[src/rtl/cal_alarm_pkg.sv]
// Package: shared widths and field layout for the calendar alarm comparator.
// Assumes six fields in a fixed order; the offsets are derived, not listed.
package cal_alarm_pkg;
    localparam int NUM_FIELDS = 6;

    // Width of field i (order: sec, min, hour, date, month, wday)
    function automatic int fld_w(input int i);
        case (i)
            0: return 7;
            1: return 7;
            2: return 6;
            3: return 6;
            4: return 5;
            default: return 3;
        endcase
    endfunction

    // Lowest bit of field i inside a packed time word
    function automatic int fld_lo(input int i);
        int s;
        s = 0;
        for (int j = 0; j < i; j++) s += fld_w(j);
        return s;
    endfunction

    localparam int TIME_W = fld_lo(NUM_FIELDS);
endpackage

[src/rtl/cal_field_cmp.sv]
// Module: masked compare of one alarm target against the running time.
// Assumes both words use the package field layout. The result is
// combinational; an alarm with no enabled field never reports a hit.
module cal_field_cmp
    import cal_alarm_pkg::*;
(
    input  logic [TIME_W-1:0]     now_vec,
    input  logic [TIME_W-1:0]     tgt_vec,
    input  logic [NUM_FIELDS-1:0] fld_en,
    output logic                  hit
);
    logic [NUM_FIELDS-1:0] fld_ok;

    // One comparator per field; a disabled field always agrees
    for (genvar g = 0; g < NUM_FIELDS; g++) begin : g_fld
        localparam int LO = fld_lo(g);
        localparam int W  = fld_w(g);
        assign fld_ok[g] = !fld_en[g] || (now_vec[LO +: W] == tgt_vec[LO +: W]);
    end

    // All fields agree and at least one of them is enabled
    assign hit = (&fld_ok) && (|fld_en);
endmodule

[src/rtl/cal_alarm_slot.sv]
// Module: state of one alarm: arm bit and sticky status flag.
// Assumes tick is a one-cycle strobe and hit comes from the field compare.
module cal_alarm_slot (
    input  logic clk,
    input  logic rst_n,
    input  logic tick,
    input  logic hit,
    input  logic en_none,
    input  logic repeat_mode,
    input  logic arm,
    input  logic clr,
    output logic flag
);
    logic armed;
    logic fire;

    // Fire on a strobe when matched and allowed by the mode
    assign fire = tick && hit && (repeat_mode || armed);

    // Arm bit: a single-shot fire consumes it, an arm pulse restores it
    always_ff @(posedge clk) begin
        if (!rst_n)                     armed <= 1'b0;
        else if (fire && !repeat_mode)  armed <= 1'b0;
        else if (arm)                   armed <= 1'b1;
    end

    // Sticky flag: setting by a fire beats clearing
    always_ff @(posedge clk) begin
        if (!rst_n)      flag <= 1'b0;
        else if (fire)   flag <= 1'b1;
        else if (clr)    flag <= 1'b0;
    end


    set_on_match_chk: assert property (@(posedge clk) disable iff (!rst_n)
        (tick && hit && (repeat_mode || armed)) |=> flag);

    no_set_without_tick_chk: assert property (@(posedge clk) disable iff (!rst_n)
        (!tick && !flag) |=> !flag);

    no_fields_never_fires_chk: assert property (@(posedge clk) disable iff (!rst_n)
        (en_none && !flag) |=> !flag);

    single_shot_disarms_chk: assert property (@(posedge clk) disable iff (!rst_n)
        (fire && !repeat_mode) |=> !armed);

    clear_works_chk: assert property (@(posedge clk) disable iff (!rst_n)
        (clr && !tick) |=> !flag);
endmodule

[src/rtl/cal_alarm_match.sv]
// Module: top of the calendar alarm comparator. Packs the running time,
// builds one compare and one state slot per alarm, and drives the
// active-low interrupt. Assumes the time inputs are stable around sec_tick.
module cal_alarm_match
    import cal_alarm_pkg::*;
#(
    parameter int N_ALM = 2
) (
    input  logic                         clk,
    input  logic                         rst_n,
    input  logic                         sec_tick,
    input  logic [6:0]                   now_sec,
    input  logic [6:0]                   now_min,
    input  logic [5:0]                   now_hour,
    input  logic [5:0]                   now_date,
    input  logic [4:0]                   now_month,
    input  logic [2:0]                   now_wday,
    input  logic [N_ALM*TIME_W-1:0]      alm_target,
    input  logic [N_ALM*NUM_FIELDS-1:0]  alm_en,
    input  logic [N_ALM-1:0]             alm_repeat,
    input  logic [N_ALM-1:0]             alm_arm,
    input  logic [N_ALM-1:0]             alm_clr,
    output logic [N_ALM-1:0]             alm_flag,
    output logic                         irq_n
);
    logic [TIME_W-1:0] now_vec;

    // Pack the running time in package field order
    assign now_vec = {now_wday, now_month, now_date, now_hour, now_min, now_sec};

    // One compare and one state slot per alarm
    for (genvar k = 0; k < N_ALM; k++) begin : g_alm
        logic hit;
        logic [NUM_FIELDS-1:0] en_k;
        assign en_k = alm_en[k*NUM_FIELDS +: NUM_FIELDS];

        cal_field_cmp u_cmp (
            .now_vec (now_vec),
            .tgt_vec (alm_target[k*TIME_W +: TIME_W]),
            .fld_en  (en_k),
            .hit     (hit)
        );

        cal_alarm_slot u_slot (
            .clk         (clk),
            .rst_n       (rst_n),
            .tick        (sec_tick),
            .hit         (hit),
            .en_none     (en_k == '0),
            .repeat_mode (alm_repeat[k]),
            .arm         (alm_arm[k]),
            .clr         (alm_clr[k]),
            .flag        (alm_flag[k])
        );
    end

    // Interrupt pin model: pulled low while any flag is pending
    assign irq_n = ~(|alm_flag);


    reset_quiet_chk: assert property (@(posedge clk)
        !rst_n |=> (alm_flag == '0));
endmodule

[config.mk]
export PLATFORM = sky130hd
export DESIGN_NAME = cal_alarm_match
export DESIGN_NICKNAME = d
export VERILOG_FILES = /design/src/rtl/cal_alarm_pkg.sv /design/src/rtl/cal_field_cmp.sv /design/src/rtl/cal_alarm_slot.sv /design/src/rtl/cal_alarm_match.sv
export SDC_FILE = /design/constraint.sdc
export NUM_CORES = 1
export LEC_CHECK = 0
export CAP_MARGIN = 10
export CORE_MARGIN = 2
export CORE_UTILIZATION = 35
export CTS_CLUSTER_SIZE = 24
export DETAILED_ROUTE_END_ITERATION = 8
export DONT_BUFFER_PORTS = 1
export PLACE_DENSITY_LB_ADDON = 0.2
export SLEW_MARGIN = 20
export SYNTH_ARGS = -nofsm -noshare
export SYNTH_HDL_FRONTEND = slang
export SYNTH_SLANG_ARGS = --single-unit
[constraint.sdc]
create_clock -name clk -period 1.8 [get_ports clk]
set_clock_uncertainty 0.2 [all_clocks]
set_input_delay 0.09 -clock clk [delete_from_list [all_inputs] [get_ports clk]]
set_output_delay 0.09 -clock clk [all_outputs]
set_load 0.02 [all_outputs]
==> reports/results.ini, run 1 <==
[die]
initial_core_util_pct = 36.3
core_mm2 = 0.00271
die_y_um = 57.0
num_rows = 19
chipWidth_um = 57.0
ios = 126
die-area_mm2 = 0.00325

[synth]
ys_top_cells_by_area = xnor2_1, xor2_1, dfxtp_1, o31ai_1, nand4_1
synth_cells = 117
synthAdderAreaFrac_pct = 0
syn_area_per_cell_um2 = 8.42
synth_compound_area_share_pct = 17.7
ys_warn_count = 0
synth_simple_gate_area_share_pct = 11.4
yosys_register_bits = 4
synth_fp_nets = 240
synth_area_leader_cell = xnor2_1
synthMuxAreaShare_pct = 0
ys_seq_area_share_pct = 8.13
synth_top_family_by_area = XOR/XNOR gates
syn-cell-area_um2 = 985
synthXorXnorAreaFrac_pct = 60.5
synthDistinctLibCells = 22
synth_top_area_share_pct = 32.9

[sta]
worstMarginPinSlew_ps = 491
report.final.slew_viol_count = 0
finalSetupTns_ps = 0
setup_viol = 0
rsz0062_at_grt = false
hold_slack_ps = 10.1
fin_crit_sh_pct = 83.2
period_minus_slack_ps = 1500
slew-limit-headroom_pct = 66.9
max_freq_mhz = 668
hold_violations = 0

[job]
cap_violations = 0

[clock_tree]
cts_setup_buffers = 0
clock-sinks = 4
clockBufferDepth = 2
ctsHtreeMaxLevel = 1
cts_resized = 0
cts-root-buf = clkbuf_4
cts_tree = built
clkSlewWorstSetupHoldPaths_ps = 40
numCtsBuffers = 3
clock_latency_ps = 240

[setup_path]
critPathKind = primary input to register
cp_cell_sequence = or4_1 > o311ai_0 > nor3_1 > o21a_1
worstPathRequired_ps = 1730
path_buf_inv = 0
critPathCaptureType = register
slowest_stage = or4_1
startpoint_type = primary input
crit_family = simple AND/OR/NAND/NOR gates
cpPeakStageDelay_ps = 520
critical_path_arrival_ps = 1430
cp_max_fo = 2

[cells_and_area]
n_antenna_cell = 0
drive_above_1_share_pct = 3.94
final_common_cell = xnor2_1
fin_nets = 252
synthToLayoutAreaGrowth_pct = 13.9
final_cell_mix = xnor2_1, xor2_1, dlygate4sd3_1

[min_path]
hp-class = primary input to register

[global_route]
grt_pass1_vias = 955
grt_max_degree = 5
grtUsageTotal_pct = 15.5
grt_pass1_wl_um = 3980
grt.overflow.total = 0
antenna_found_initial = 0

[outcome]
status = completed

[pwr]
combPwrFrac_pct = 46.9
ir_drop_mv = 0.337
power.density_mw_per_mm2 = 349
switching_share_pct = 27.5
leakagePower_nw = 0.353
seqPwrFrac_pct = 24.2
switchingPower_w = 0.000107
power.clock.fraction_pct = 28.9
intPower_w = 0.000283

[route]
initialDrtViolationCount = 36
wl_um = 2810
via_per_inst = 5.78
vias = 913
firstDrtPassIters = 4
ant_nets = 0
drcViolationCount = 0
routedWlPerCell_um = 17.8

[placement]
dp.final_hpwl_um = 2540
port_buffers = 0
gp_congestion = 0.687

[kinds of logic after synthesis]
| logic type | count (synthesis) |
|---|---|
| buffers and inverters | 4 |
| XOR/XNOR | 68 |
| flip-flops | 4 |
| AO/OA/AOI/OAI | 22 |
| AND/OR/NAND/NOR | 19 |
[synth_stat cells]
| cell | n |
|---|---|
| o211ai_1 | 1 |
| o41ai_2 | 1 |
| inv_1 | 2 |
| buf_4 | 2 |
| o41ai_1 | 2 |
| nor4_1 | 1 |
| nor3_1 | 1 |
| or4_1 | 2 |
| o311ai_0 | 1 |
| a2111oi_2 | 1 |
| nand4_1 | 8 |
| o311ai_1 | 1 |
| nor2b_1 | 2 |
| xor2_1 | 31 |
| xnor2_1 | 37 |
| a21oi_1 | 2 |
| nor2_1 | 1 |
| o31ai_1 | 8 |
| o21ai_0 | 3 |
| dfxtp_1 | 4 |
| nand3_1 | 4 |
| o21a_1 | 2 |
[worst reg2reg max path, cell delays in order (launching register included)]
cell	delay, ps
dfxtp_1	310
o21ai_0	120
a2111oi_2	290
o21a_1	180
[power by group through the flow]
stage | combinational [W] | sequential (W) | clock, W
after floorplan | 0.000145 | 0.0000950 | 0
after global placement | 0.000163 | 0.0000955 | 0
after detailed placement | 0.000167 | 0.0000956 | 0
after CTS | 0.000186 | 0.0000944 | 0.000117
after global routing | 0.000203 | 0.0000950 | 0.000123
final | 0.000183 | 0.0000945 | 0.000113
[layer usage]
layer	up-vias	GRT usage, %	routed length [µm]
met5	-	0	0
met4	0	4.65	20
met3	2	3.17	230
met2	54	30.0	1580
met1	417	16.7	978
li1	440	-	-
[flip-flops by register name, summed over array words and instances, names as in the netlist]
signal	flops
g_alm.u_slot.flag	2
g_alm.u_slot.armed	2
[worst paths after layout]
kind | start | endpoint | slack, ps | cells past startpoint
setup reg to reg | g_alm[1].u_slot.armed$_SDFFE_PP0P_ | g_alm[1].u_slot.flag$_SDFFE_PN0P_ | 640 | 3
hold / removal | alm_en[7] | g_alm[1].u_slot.armed$_SDFFE_PP0P_ | 10 | 4
setup / recovery | alm_en[0] | g_alm[0].u_slot.flag$_SDFFE_PN0P_ | 300 | 4
hold reg to reg | g_alm[1].u_slot.armed$_SDFFE_PP0P_ | g_alm[1].u_slot.armed$_SDFFE_PP0P_ | 330 | 2
[timing repair]
item | CTS | global route
setup endpoints to repair | 0 | 0
hold endpoints to repair | 4 | 0
hold buffers | 9 | 0
[cell type report]
cell class                 count  area, µm²
fill                         289       1590
inverter                       2       7.51
clock buffer                   3       22.5
timing repair buffer           9       90.1
multi-input combinational    109        882
sequential                     4       80.1
tap                           31       38.8
[stage by stage]
| step | worst slack [ps] | util, % | cells | power, W | area (µm²) |
|---|---|---|---|---|---|
| finish | 303 | 41.4 | 158 | 0.000391 | 1120 |
| global route | 183 | 41.4 | 158 | 0.000421 | 1120 |
| CTS | 281 | 41.4 | 158 | 0.000397 | 1120 |
| detailed placement | 31.4 | 37.2 | 146 | 0.000262 | 1010 |
| global placement | 110 | 37.2 | 146 | 0.000258 | 1010 |
| floorplan | 336 | - | 117 | 0.000240 | 985 |
Power figures use the tool's default switching activity.
==> run 2: changes to the inputs <==
==> constraint.sdc (replaced) <==
create_clock -name clk -period 1.35 [get_ports clk]
set_clock_uncertainty 0.2 [all_clocks]
set_input_delay 0.0675 -clock clk [delete_from_list [all_inputs] [get_ports clk]]
set_output_delay 0.0675 -clock clk [all_outputs]
set_load 0.02 [all_outputs]
==> run 2 against run 1 <==
- the flow now finishes with violations (hold timing)
- final area is 11% higher
- critical endpoint is now g_alm[1].u_slot.armed$_SDFFE_PP0P_
- critical path depth is 2 higher
- global-route usage is 0.85 points higher
- critical path type unchanged
- sequential share of layout area is 0.69 points lower
- largest power group unchanged
- via count is 0.11% higher
==> reports/results.ini, run 2 (synthesized netlist as in run 1, its figures left out) <==
[sta]
hold_violations = 1
report.final.slew_viol_count = 0
setup_viol = 0
worstMarginPinSlew_ps = 369
finalSetupTns_ps = 0
rsz0062_at_grt = true
fin_crit_sh_pct = 96.3
max_freq_mhz = 770
slew-limit-headroom_pct = 75.3
period_minus_slack_ps = 1300
hold_slack_ps = -14.6

[placement]
port_buffers = 0
gp_congestion = 0.783
dp.final_hpwl_um = 2610

[die]
die-area_mm2 = 0.00325
die_y_um = 57.0
core_mm2 = 0.00271
chipWidth_um = 57.0
initial_core_util_pct = 36.3
ios = 126
num_rows = 19

[cells_and_area]
largest_registers = g_alm.u_slot.armed x2, g_alm.u_slot.flag x2
multi_input_area_um2 = 980
fin_nets = 254
final_cell_mix = xor2_1, xnor2_1, dlygate4sd3_1
register_area_um2 = 80.1
synthToLayoutAreaGrowth_pct = 26.0
n_fill_cell = 290
drive_above_1_share_pct = 14.0
n_antenna_cell = 0

[setup_path]
slowest_stage = a2111oi_4
startpoint_type = primary input
critical_path_arrival_ps = 1200
crit_family = compound AO/OA/AOI/OAI gates
critPathKind = primary input to register
critPathCaptureType = register
cp_cell_sequence = xnor2_2 > nand4_1 > o41ai_2 > nand3_2 > a2111oi_4 > a21oi_1
path_buf_inv = 0
cp_max_fo = 2
cpPeakStageDelay_ps = 360
worstPathRequired_ps = 1260

[clock_tree]
clock_latency_ps = 230
cts-root-buf = clkbuf_4
clockBufferDepth = 2
cts_tree = built
ctsHtreeMaxLevel = 1
clkSlewWorstSetupHoldPaths_ps = 40
numCtsBuffers = 3
clock-sinks = 4

[route]
initialDrtViolationCount = 14
wl_um = 3000
vias = 914
routedWlPerCell_um = 18.8
firstDrtPassIters = 5
drcViolationCount = 0
via_per_inst = 5.71
ant_nets = 0

[min_path]
hp-class = primary input to register

[global_route]
grt_pass1_wl_um = 4260
grt.overflow.total = 0
antenna_found_initial = 0
grt_pass1_vias = 1035
grtUsageTotal_pct = 16.4
grt_max_degree = 5

[job]
cap_violations = 0

[pwr]
ir_drop_mv = 0.536
leakagePower_nw = 0.414
power.density_mw_per_mm2 = 445

[outcome]
status = finished with violations
violations = hold timing

[run 2: worst paths after layout]
path | from | endpoint | slack (ps) | cells past startpoint
setup reg to reg | g_alm[1].u_slot.armed$_SDFFE_PP0P_ | g_alm[1].u_slot.flag$_SDFFE_PN0P_ | 170 | 3
setup / recovery | now_min[0] | g_alm[1].u_slot.armed$_SDFFE_PP0P_ | 50 | 6
hold reg to reg | g_alm[0].u_slot.armed$_SDFFE_PP0P_ | g_alm[0].u_slot.armed$_SDFFE_PP0P_ | 360 | 2
hold / removal | alm_en[10] | g_alm[1].u_slot.armed$_SDFFE_PP0P_ | -10 | 4
[run 2: layout make-up]
class                           instances  share of cell area [%]
Multi-Input combinational cell        109                    78.9
Timing Repair Buffer                   11                    9.07
Sequential cell                         4                    6.45
Tap cell                               31                    3.13
Clock buffer                            3                    1.81
Inverter                                2                   0.605
[run 2: repair_timing]
| item | 4_1_cts | 5_1_grt |
|---|---|---|
| hold buffers | 11 | 0 |
| hold endpoints to repair | 4 | 0 |
| buffers inserted | 0 | 0 |
| setup endpoints to repair | 0 | 4 |
| gates resized for setup | 0 | 11 |
[run 2: worst reg2reg max path, cell delays in order, from the launching register on]
cell and delay [ps]:
dfxtp_1 300, o21ai_0 320, a2111oi_4 60, o21a_1 190
[run 2: layer usage]
layer / global-route usage [%] / up-vias / part of all wire, %
li1: - / 441 / -
met1: 17.4 / 421 / 32
met2: 32.0 / 52 / 58
met3: 5.67 / 0 / 9.4
met4: 1.33 / 0 / 0
met5: 0 / - / 0
[run 2: stage by stage]
step	std cells	util [%]	power, W	worst slack (ps)	area [µm²]
after floorplan	117	-	0.000329	-59.3	1010
after global placement	146	38.3	0.000350	-260	1040
after detailed placement	146	38.3	0.000355	-225	1040
after CTS	160	43.2	0.000536	6.60	1170
after global routing	160	45.8	0.000595	-25.7	1240
final	160	45.8	0.000553	50.5	1240
[run 2: where the power goes]
part / internal (W) / switching (W) / leakage, nW
registers: 0.000123 / 0.00000267 / 0.0329
logic: 0.000176 / 0.000101 / 0.367
clock network: 0.0000996 / 0.0000506 / 0.0138
==> run 3: changes to the inputs <==
--- a/config.mk
+++ b/config.mk
@@ -5,12 +5,13 @@
 export SDC_FILE = /design/constraint.sdc
 export NUM_CORES = 1
 export LEC_CHECK = 0
+export BUFFER_PORTS_ARGS = -buffer_cell sky130_fd_sc_hd__buf_2
 export CAP_MARGIN = 10
 export CORE_MARGIN = 2
-export CORE_UTILIZATION = 35
+export CORE_UTILIZATION = 29
+export CTS_CLUSTER_DIAMETER = 80
 export CTS_CLUSTER_SIZE = 24
 export DETAILED_ROUTE_END_ITERATION = 8
-export DONT_BUFFER_PORTS = 1
 export PLACE_DENSITY_LB_ADDON = 0.2
 export SLEW_MARGIN = 20
 export SYNTH_ARGS = -nofsm -noshare
==> run 3 against run 2 <==
- routed wire length rose by 23%
- final cell count increased by 96%
- maximum frequency shrank 7.1%
- first-iteration DRC count up 130%
- the flow finishes with violations (setup timing)
- setup slack lost 99 ps
- hold slack improved by 79 ps
- non-clock buffer count is 138 higher
- via count is 53% higher
- critical endpoint unchanged
- global-route usage grew 1.5 points
==> reports/results.ini, run 3 (synthesized netlist as in run 1, its figures left out) <==
[global_route]
antenna_found_initial = 0
grt_pass1_vias = 1404
grt_pass1_wl_um = 5730
grt_max_degree = 5
grt.overflow.total = 0
grtUsageTotal_pct = 17.9

[clock_tree]
ctsHtreeMaxLevel = 1
cts-root-buf = clkbuf_4
clkSlewWorstSetupHoldPaths_ps = 40
clock-sinks = 4
clock_latency_ps = 240
numCtsBuffers = 3
cts_tree = built
clockBufferDepth = 2

[route]
firstDrtPassIters = 4
routedWlPerCell_um = 11.8
vias = 1394
ant_nets = 0
via_per_inst = 4.45
initialDrtViolationCount = 32
drcViolationCount = 0
wl_um = 3690

[die]
initial_core_util_pct = 29.7
chipWidth_um = 62.3
core_mm2 = 0.00331
ios = 126
num_rows = 21
die_y_um = 62.3
die-area_mm2 = 0.00388

[pwr]
power_w = 0.000878
ir_drop_mv = 0.160
power.density_mw_per_mm2 = 406
leakagePower_nw = 1.02

[setup_path]
startpoint_type = primary input
cp_max_fo = 2
critPathCaptureType = register
ff2ff_setup_slack_ps = 70
crit_end = g_alm[1].u_slot.armed$_SDFFE_PP0P_
worstPathRequired_ps = 1260
cp-startpoint = now_date[5]
path_buf_inv = 1
cp_cell_sequence = buf_6 > xnor2_2 > nand4_1 > o31ai_4 > o311ai_4 > a2111oi_4 > a21oi_1
cpPeakStageDelay_ps = 330
critPathKind = primary input to register
r2r-end = g_alm[1].u_slot.armed$_SDFFE_PP0P_
slowest_stage = a2111oi_4
cp_num_cells = 7
ff2ff_path_depth = 3
timing.rr.start = g_alm[1].u_slot.armed$_SDFFE_PP0P_
crit_family = compound AO/OA/AOI/OAI gates
critical_path_arrival_ps = 1310

[cells_and_area]
synthToLayoutAreaGrowth_pct = 119
fin_nets = 392
largest_registers = g_alm.u_slot.armed x2, g_alm.u_slot.flag x2
final_common_cell = buf_2
drive_above_1_share_pct = 63.3
n_antenna_cell = 0
final_cell_mix = buf_2, xor2_1, xnor2_1
n_fill_cell = 310

[sta]
slew-limit-headroom_pct = 75.7
worstMarginPinSlew_ps = 361
layout_setup_ws_ps = -48.6
rsz0062_at_grt = true
max_freq_mhz = 715
period_minus_slack_ps = 1400
hold_violations = 0
fin_crit_sh_pct = 104
setup_viol = 2
report.final.slew_viol_count = 0

[placement]
gp_congestion = 0.775
place_ws_ps = -339
dp.final_hpwl_um = 3070
port_buffers = 125

[min_path]
hp-class = primary input to register

[outcome]
status = finished with violations
violations = setup timing

[job]
cap_violations = 0

-- run 3: final cells by class --
cell class                 instances  area, µm²  share of cell area (%)
clock buffer                       3       22.5                    1.04
timing repair buffer             149        930                    43.0
sequential                         4       80.1                    3.71
inverter                           2       7.51                   0.348
tap                               46       57.6                    2.67
multi-input combinational        109       1060                    49.2
-- run 3: tightest hold or removal path: stages --
cell and delay, ps:
buf_2 100, o211ai_1 90, nor3_2 60, a21oi_1 140
-- run 3: power by group --
| group | total [W] | leakage, nW | switching (W) | internal (W) |
|---|---|---|---|---|
| Combinational | 0.000598 | 0.978 | 0.000238 | 0.000360 |
| Sequential | 0.000125 | 0.0329 | 0.00000186 | 0.000123 |
| Clock | 0.000154 | 0.0138 | 0.0000545 | 0.0000998 |
-- run 3: what timing repair did --
action / in CTS / in global routing
setup endpoints to repair: 4 / 4
resized for setup: 24 / 20
pin swaps: 7 / 12
setup buffers: 0 / 0
hold buffers: 7 / 0
hold endpoints to repair: 4 / 0
-- run 3: worst min-delay path by stage --
stage / from / end / slack [ps] / cells past startpoint
after floorplan: rst_n / g_alm[0].u_slot.flag$_SDFFE_PN0P_ / -10 / 1
after global placement: alm_repeat[0] / g_alm[0].u_slot.armed$_SDFFE_PP0P_ / 120 / 3
after detailed placement: rst_n / g_alm[0].u_slot.flag$_SDFFE_PN0P_ / 120 / 2
after CTS: sec_tick / g_alm[0].u_slot.armed$_SDFFE_PP0P_ / 60 / 4
after global routing: alm_en[6] / g_alm[1].u_slot.armed$_SDFFE_PP0P_ / 100 / 4
final: sec_tick / g_alm[0].u_slot.armed$_SDFFE_PP0P_ / 60 / 4
-- run 3: metal layers --
| layer | track usage (%) | wire, µm | vias to the layer above |
|---|---|---|---|
| li1 | - | - | 720 |
| met1 | 20.0 | 1390 | 611 |
| met2 | 34.6 | 2040 | 55 |
| met3 | 3.26 | 212 | 8 |
| met4 | 4.44 | 57 | 0 |
| met5 | 0 | 0 | - |
-- run 3: stage by stage --
step	setup TNS (ps)	hold slack [ps]	util, %	instances	instance area [µm²]
floorplan	-154	-15.0	-	117	1010
global placement	-1170	120	54.7	303	1810
detailed placement	-1240	120	54.7	303	1810
CTS	-40.6	59.9	61.6	313	2040
global route	-341	101	65.2	313	2160
finish	-80.8	64.0	65.2	313	2160
